**src/rtl/nru_pkg.sv**
```systemverilog
package nru_pkg;
  typedef struct packed {
    logic doLoad;
    logic doMiss;
    logic doAccess;
  } nruStrobe_t;
endpackage

```
**src/rtl/nru_ctrl.sv**
```systemverilog
module nru_ctrl
  import nru_pkg::*;
(
  input  logic       clk,
  input  logic       rst_n,
  input  logic       accValid,
  input  logic       missReq,
  input  logic       loadValid,
  output nruStrobe_t strobe
);
  // priority: load, then miss, then plain access
  always_comb begin
    strobe.doLoad   = loadValid;
    strobe.doMiss   = missReq & ~loadValid;
    strobe.doAccess = accValid & ~missReq & ~loadValid;
  end

  // at most one update source acts per cycle
  a_r9_single_strobe: assert property (@(posedge clk) disable iff (!rst_n)
    $countones({strobe.doLoad, strobe.doMiss, strobe.doAccess}) <= 1);

  // a miss suppresses a concurrent access
  a_r8_miss_masks_access: assert property (@(posedge clk) disable iff (!rst_n)
    (missReq && accValid) |-> !strobe.doAccess);
endmodule

```
**src/rtl/nru_datapath.sv**
```systemverilog
module nru_datapath
  import nru_pkg::*;
#(
  parameter int NUM_WAYS = 4,
  localparam int IW = $clog2(NUM_WAYS)
) (
  input  logic                clk,
  input  logic                rst_n,
  input  nruStrobe_t          strobe,
  input  logic                rotEn,
  input  logic [IW-1:0]       accWay,
  input  logic [NUM_WAYS-1:0] loadBits,
  output logic [NUM_WAYS-1:0] mruBits,
  output logic [IW-1:0]       victimIdx,
  output logic [NUM_WAYS-1:0] victimOneHot
);
  logic [NUM_WAYS-1:0] mruQ;
  logic [IW-1:0]       rotQ;
  logic [IW-1:0]       startIdx;
  logic [IW-1:0]       scanIdx;
  logic [IW-1:0]       vIdx;
  logic                found;
  logic [IW-1:0]       updWay;
  logic [NUM_WAYS-1:0] wayHot;
  logic [NUM_WAYS-1:0] setVec;
  logic [NUM_WAYS-1:0] nextMru;

  assign startIdx = rotEn ? rotQ : '0;

  // wrapped scan for the first clear bit from startIdx
  always_comb begin
    found   = 1'b0;
    vIdx    = startIdx;
    scanIdx = startIdx;
    for (int k = 0; k < NUM_WAYS; k++) begin
      scanIdx = startIdx + IW'(k);
      if (!found && !mruQ[scanIdx]) begin
        vIdx  = scanIdx;
        found = 1'b1;
      end
    end
  end

  generate
    for (genvar g = 0; g < NUM_WAYS; g++) begin : g_hot
      assign victimOneHot[g] = (vIdx == IW'(g));
      assign wayHot[g]       = (updWay == IW'(g));
    end
  endgenerate

  assign updWay  = strobe.doMiss ? vIdx : accWay;
  assign setVec  = mruQ | wayHot;
  assign nextMru = (&setVec) ? wayHot : setVec;

  always_ff @(posedge clk or negedge rst_n) begin
    if (!rst_n) begin
      mruQ <= '0;
      rotQ <= '0;
    end else begin
      if (strobe.doLoad)
        mruQ <= loadBits;
      else if (strobe.doMiss || strobe.doAccess)
        mruQ <= nextMru;
      if (strobe.doMiss)
        rotQ <= rotQ + 1'b1;
    end
  end

  assign mruBits   = mruQ;
  assign victimIdx = vIdx;

  // the accessed way is marked afterwards
  a_r2_access_marks: assert property (@(posedge clk) disable iff (!rst_n)
    strobe.doAccess |=> mruQ[$past(accWay)]);

  // an update never leaves the vector saturated
  a_r3_no_saturation: assert property (@(posedge clk) disable iff (!rst_n)
    (strobe.doAccess || strobe.doMiss) |=> (mruQ != '1));

  // the victim points at a clear bit when one exists
  a_r4_victim_clear: assert property (@(posedge clk) disable iff (!rst_n)
    (mruQ != '1) |-> !mruQ[victimIdx]);

  // one-hot form agrees with binary form
  a_r5_onehot_match: assert property (@(posedge clk) disable iff (!rst_n)
    ($countones(victimOneHot) == 1) && victimOneHot[victimIdx]);

  // counter steps on a miss and holds otherwise
  a_r7_rot_step: assert property (@(posedge clk) disable iff (!rst_n)
    strobe.doMiss |=> (rotQ == IW'($past(rotQ) + 1'b1)));
  a_r7_rot_hold: assert property (@(posedge clk) disable iff (!rst_n)
    !strobe.doMiss |=> $stable(rotQ));

  // a load lands exactly
  a_r9_load_exact: assert property (@(posedge clk) disable iff (!rst_n)
    strobe.doLoad |=> (mruQ == $past(loadBits)));
endmodule

```
**src/rtl/nru_replace.sv**
```systemverilog
module nru_replace
  import nru_pkg::*;
#(
  parameter int NUM_WAYS = 4,
  localparam int IW = $clog2(NUM_WAYS)
) (
  input  logic                clk,
  input  logic                rst_n,
  input  logic                rotEn,
  input  logic                accValid,
  input  logic [IW-1:0]       accWay,
  input  logic                missReq,
  input  logic                loadValid,
  input  logic [NUM_WAYS-1:0] loadBits,
  output logic [NUM_WAYS-1:0] mruBits,
  output logic [IW-1:0]       victimIdx,
  output logic [NUM_WAYS-1:0] victimOneHot
);
  nruStrobe_t strobe;

  nru_ctrl u_ctrl (
    .clk       (clk),
    .rst_n     (rst_n),
    .accValid  (accValid),
    .missReq   (missReq),
    .loadValid (loadValid),
    .strobe    (strobe)
  );

  nru_datapath #(.NUM_WAYS(NUM_WAYS)) u_dp (
    .clk          (clk),
    .rst_n        (rst_n),
    .strobe       (strobe),
    .rotEn        (rotEn),
    .accWay       (accWay),
    .loadBits     (loadBits),
    .mruBits      (mruBits),
    .victimIdx    (victimIdx),
    .victimOneHot (victimOneHot)
  );
endmodule

```
**config.mk**
```make
export PLATFORM = sky130hd
export DESIGN_NAME = nru_replace
export DESIGN_NICKNAME = d
export VERILOG_FILES = /design/src/rtl/nru_pkg.sv /design/src/rtl/nru_ctrl.sv /design/src/rtl/nru_datapath.sv /design/src/rtl/nru_replace.sv
export SDC_FILE = /design/constraint.sdc
export NUM_CORES = 1
export LEC_CHECK = 0
export BUFFER_PORTS_ARGS = -buffer_cell sky130_fd_sc_hd__clkbuf_2
export CAP_MARGIN = 25
export CORE_MARGIN = 2
export CORE_UTILIZATION = 25
export CTS_CLUSTER_SIZE = 28
export DETAILED_ROUTE_END_ITERATION = 8
export PLACE_DENSITY = 0.53
export SYNTH_ARGS = -nofsm -noshare
export SYNTH_HDL_FRONTEND = slang
export SYNTH_SLANG_ARGS = --single-unit
```
**constraint.sdc**
```tcl
create_clock -name clk -period 3.13 [get_ports clk]
set_clock_uncertainty 0.2 [all_clocks]
set_input_delay 0.626 -clock clk [delete_from_list [all_inputs] [get_ports clk]]
set_output_delay 0.626 -clock clk [all_outputs]
set_load 0.005 [all_outputs]
```
* After elaboration in Yosys (flattened, before gate mapping)
Index checks and enable logic that the tools add are counted.
** Operators by class
- $add $sub $neg :: 4
- Order comparisons :: 4
- Equality and inequality tests :: 6
- Multiplexer cells :: 19
- Bitwise operators :: 6
- Reduce and logical (&&, ||, !) cells :: 13
** Operators by type and width (number)
- less-than comparator 2 x 3 -> 1 bit, second input constant :: 4
- two-way mux 4 bit :: 3
- two-way mux 2 bit :: 5
- binary-select mux 1 bit (select 2 bit) :: 4
- equality test 2 bit, second input constant :: 4
- two-way mux 1 bit :: 7
- zero test 1 bit :: 5
- adder 2 x 1 -> 2 bit, second input constant :: 2
- adder 2 bit, second input constant :: 2
- equality test 2 x 1 -> 1 bit, second input constant :: 2
- zero test 2 bit :: 2
- OR 4 bit :: 1
- AND reduction 4 bit :: 1
- AND 1 bit :: 3
- logical AND 1 bit :: 3
- NOT 1 bit :: 2
- nonzero test 2 bit :: 1
- logical OR 1 bit :: 1
** Word-level totals
- Register bits :: 6
- Input bits :: 12
- Output and inout bits :: 10
- Logic and storage cells :: 54

* Logic depth before layout (Yosys ltp)
- Depth in word-level cells :: 20
- Gate-level depth with buffers :: 9
- Mapped depth without buffers :: 8

* Modules after synthesis
Synthesis repeated with hierarchy kept, for this count alone.
** Unflattened totals
- Cell total of the unflattened synthesis :: 126
- Area total of the unflattened synthesis :: 958.4 um2
** Modules (own cells, without submodules)
- nru_datapath :: times used 1, cells each 123, area an instance 932.1 um2, sequential area each 150.1 um2
- nru_ctrl :: times used 1, cells each 3, area an instance 26.3 um2, sequential area each 0.0 um2

* Worst setup path after synthesis
No wires, ideal clock.
- Path type :: in2out
- Start :: input port rotEn
- End :: output port victimOneHot[3]
- Arrival time :: 1.667 ns
- Data required time :: 2.304 ns
- Slack :: 0.637 ns
- Stages :: 6
- Path buffers :: 0
- Cells stage by stage :: nand2_1 a21oi_1 o32ai_1 mux2_4 inv_6 and2_2
** Between the ends
- Cells in the longest elaborated chain, start to end :: 14
- Elaborated cells between the ends (all ways) :: 27
- Classes of those cells :: add/sub: 3; eq/ne: 1; mux: 15; reduce/logical: 8
** Ends and longest elaborated chain
- from (decl) :: line nru_replace.sv:9 : input logic rotEn,
- two-way mux 2 bit (*) :: line nru_datapath.sv:28 : assign startIdx = rotEn ? rotQ : '0;
- adder 2 x 1 -> 2 bit :: line nru_datapath.sv:36 : scanIdx = startIdx + IW'(k);
- binary-select mux 1 bit (select 2 bit) :: line nru_datapath.sv:37 : if (!found && !mruQ[scanIdx]) begin
- two-way mux 1 bit (implied by the code) :: line nru_datapath.sv:37
- zero test 1 bit :: line nru_datapath.sv:37
- logical AND 1 bit :: line nru_datapath.sv:37
- two-way mux 1 bit :: line nru_datapath.sv:37
- zero test 1 bit :: line nru_datapath.sv:37
- logical AND 1 bit :: line nru_datapath.sv:37
- two-way mux 1 bit :: line nru_datapath.sv:37
- zero test 1 bit :: line nru_datapath.sv:37
- logical AND 1 bit :: line nru_datapath.sv:37
- two-way mux 2 bit (*) :: line nru_datapath.sv:37
- via victimIdx[0] :: line nru_replace.sv:16 : output logic [IW-1:0] victimIdx,
- equality test 2 bit (*) :: line nru_datapath.sv:46 : assign victimOneHot[g] = (vIdx == IW'(g));
- to (decl) :: line nru_replace.sv:17 : output logic [NUM_WAYS-1:0] victimOneHot
The timed path passes the listed nets; every way through them passes the cells marked *. The select of a mux whose other input is x is not followed.

* Worst setup path after layout
- Start :: register u_dp.mruQ[1], in the netlist u_dp.mruBits[1]
- End :: output port victimOneHot[3]
** Between the ends
- Cells in the longest elaborated chain, start to end :: 12
- Elaborated cells between the ends (all ways) :: 23
- Classes of those cells :: eq/ne: 1; mux: 14; reduce/logical: 8
** Ends and longest elaborated chain
- from (decl) :: line nru_datapath.sv:17 : logic [NUM_WAYS-1:0] mruQ;
- from (signal assigned) :: line nru_datapath.sv:61 : mruQ <= loadBits;
- from (signal assigned) :: line nru_datapath.sv:63 : mruQ <= nextMru;
- binary-select mux 1 bit (select 2 bit) :: line nru_datapath.sv:37
- two-way mux 1 bit (implied by the code) :: line nru_datapath.sv:37
- zero test 1 bit :: line nru_datapath.sv:37
- logical AND 1 bit :: line nru_datapath.sv:37
- two-way mux 1 bit :: line nru_datapath.sv:37
- zero test 1 bit :: line nru_datapath.sv:37
- logical AND 1 bit :: line nru_datapath.sv:37
- two-way mux 1 bit :: line nru_datapath.sv:37
- zero test 1 bit :: line nru_datapath.sv:37
- logical AND 1 bit :: line nru_datapath.sv:37
- two-way mux 2 bit (*) :: line nru_datapath.sv:37
- equality test 2 bit (*) :: line nru_datapath.sv:46
Every way passes the cells marked *; elsewhere a longest branch is shown, timed or not. The select of a mux whose other input is x is not followed.

==> impl_results.md <==
* Post-Route WL at 1910 µm
* Clock buffer depth at 2
* Reg2reg setup slack at 0.60 ns
* Initial antenna violation count at 0
* I/O Buffers at 21
* Clock-pin slew on the worst setup and hold paths at 0.04 ns
* Detailed Routing Iterations Pass 1 at 4
* Global-route wire length before repair at 3310 µm
* Synth Net Count at 108
* Mapped Area at 751 µm²
* Most numerous cell in the Yosys netlist: nand2_1
* Share of the synthesized area in the top cell type at 0.200
* Die Wd at 58.8 µm
* Slew @ Worst Pin at 0.556 ns
* Synth async-reset ratio at 1.00
* # IOs at 22
* Pre-CTS setup slack at 0.319 ns
* FMAX at 350 MHz
* GRT overflow at 0
* Hold Fails Final Rpt at 0
* Number of global-route vias before repair at 772
* Initial Util at 0.268
* CTS tree: built
* HP Class: in2async
* Maximum VDD drop at 0.259 mV
* Final hold slack at 0.00651 ns
* LEAKAGE at 0.397 nW
* Post-CTS Setup Bufs at 0
* Clock tree sinks at 6
* Crit-path max FO at 8
* Final WS setup at 0.276 ns
* Later-pin clock latency in the skew report at 0.23 ns
* RSZ-0062 raised after global routing: no
* Core Box Area at 2810 µm²
* Layout Utilization at 0.312
* Final Wtd Congestion at 0.843
* Initial DRC Count at 18
* Final Power at 0.613 mW
* Resize count post-CTS at 0
* CP startpoint kind: register
* Power Density at 700 nW/µm²
* DRC errors left at 0
* Cell Count, Final, Fillers Out at 146
* Placed Area at 853 µm²
* Antenna Violating Nets Remaining at 0
* Slew Limit Fails at 0
* Post-synthesis area per instance at 7.82 µm²
* HPWL Detailed at 1540 µm
* Top cells by area, synth: dfrtp_1, nand2_1, nor2_1
* Die Y-Extent at 58.8 µm
* Yosys warns at 0
* Root buffer cell: clkbuf_4
* Count of cell types in the netlist at 49
* Row count at 19
* Status: finished clean
* Layout cells sized above 1 at 0.322
* Total track usage at 0.123
* Leading area contributor after synthesis: dfrtp_1
* Final min period at 2.85 ns
* # hold bufs at CTS at 0
* Ratio of final minimum period to clock period at 0.912
* Synth top cells by count: nand2_1, nor2_1, dfrtp_1, inv_1
* Via count at 773
* Arrival time of the worst setup path at 2.03 ns
* Rel. slew slack at 0.627
* Placed cell count at 143
* Main flop type after synthesis: dfrtp_1
* Sequential area share after synthesis at 0.200
* Num CTS Buffers at 3
* Final-stage net count at 129
* Wire length per cell at 13.1 µm
* Post-synth EDFFs at 0
* Final instance area at 876 µm²
* Largest net degree at the start of global routing at 13
* WP data required at 2.30 ns
* Die area at 3460 µm²
* #FFs+latches synth at 6
* Crit path capture type: output pin
* H-tree depth at 1
* Layout area overhead at 16.7%
* # Max-Cap Violations at 0
* Via/cell ratio at 5.29
* WS Path Type: reg2out
* # diodes at 0
* Endpoints failing setup at 0
* Setup TNS at 0 ns
* Mapped Cells at 96
==> cells in the final DEF (no fill, tap or decap), types with 2 or more instances in the layout <==
cell	n
clkbuf_2	21
nor2b_1	3
nand2b_1	3
nor2_1	8
o221ai_1	3
clkbuf_4	3
o31a_1	2
nand4_1	2
nand2_1	15
o32ai_1	2
inv_1	5
xnor2_1	2
dfrtp_1	6
a22oi_1	3
o21ai_0	2
and2_1	2
==> per-layer routing <==
layer  vias up  GRT usage  share of wire
li1        390          -              -
met1       364      0.158           0.46
met2        19      0.219           0.51
met3         0     0.0132          0.033
met4         0     0.0325              0
met5         -          0              0
==> registers in the layout, indices dropped and copies added, names as in the netlist <==
name / count
u_dp.mruBits: 4
u_dp.rotQ: 2
==> kinds of logic after synthesis <==
group | Yosys count | share of synthesized area
AOI/OAI and AO/OA | 30 | 0.332
buffers and inverters | 12 | 0.102
DFF | 6 | 0.200
and+or+nand+nor | 44 | 0.308
adders and majority gates | 1 | 0.0150
xor gates and xnor gates | 2 | 0.0233
muxes | 1 | 0.0200
==> layout make-up <==
cell class              count  area, µm²
well taps                  31       38.8
fillers                   325       1930
flip-flops and latches      6        150
clock buffers               3       22.5
repair buffers             22        113
multi-input cells          78        524
inverters                   6       27.5
==> path summary, 6_finish.rpt <==
kind                                  from         endpoint  cells after the start
min in group clk              u_dp.rotQ[1]     u_dp.rotQ[1]                      1
setup reg to reg           u_dp.mruBits[1]  u_dp.mruBits[0]                      8
hold / removal                       rst_n  u_dp.mruBits[0]                      1
setup / recovery           u_dp.mruBits[1]  victimOneHot[3]                      7
hold reg to reg               u_dp.rotQ[1]     u_dp.rotQ[1]                      1
max in group asynchronous            rst_n  u_dp.mruBits[1]                      1
==> report_power, final <==
| group | total (mW) | switching [mW] | internal [mW] |
|---|---|---|---|
| clock network | 0.0662 | 0.0231 | 0.0431 |
| logic | 0.378 | 0.197 | 0.181 |
| registers | 0.169 | 0.0668 | 0.102 |
==> worst max-delay path, cell delays in order, from the launching register on <==
cell and delay (ns):
dfrtp_1 0.50, nand2b_1 0.17, a21oi_1 0.08, o32ai_1 0.35, mux2_4 0.37, inv_6 0.08, and2_2 0.13, clkbuf_2 0.11
(Power assumes the default switching activity.)
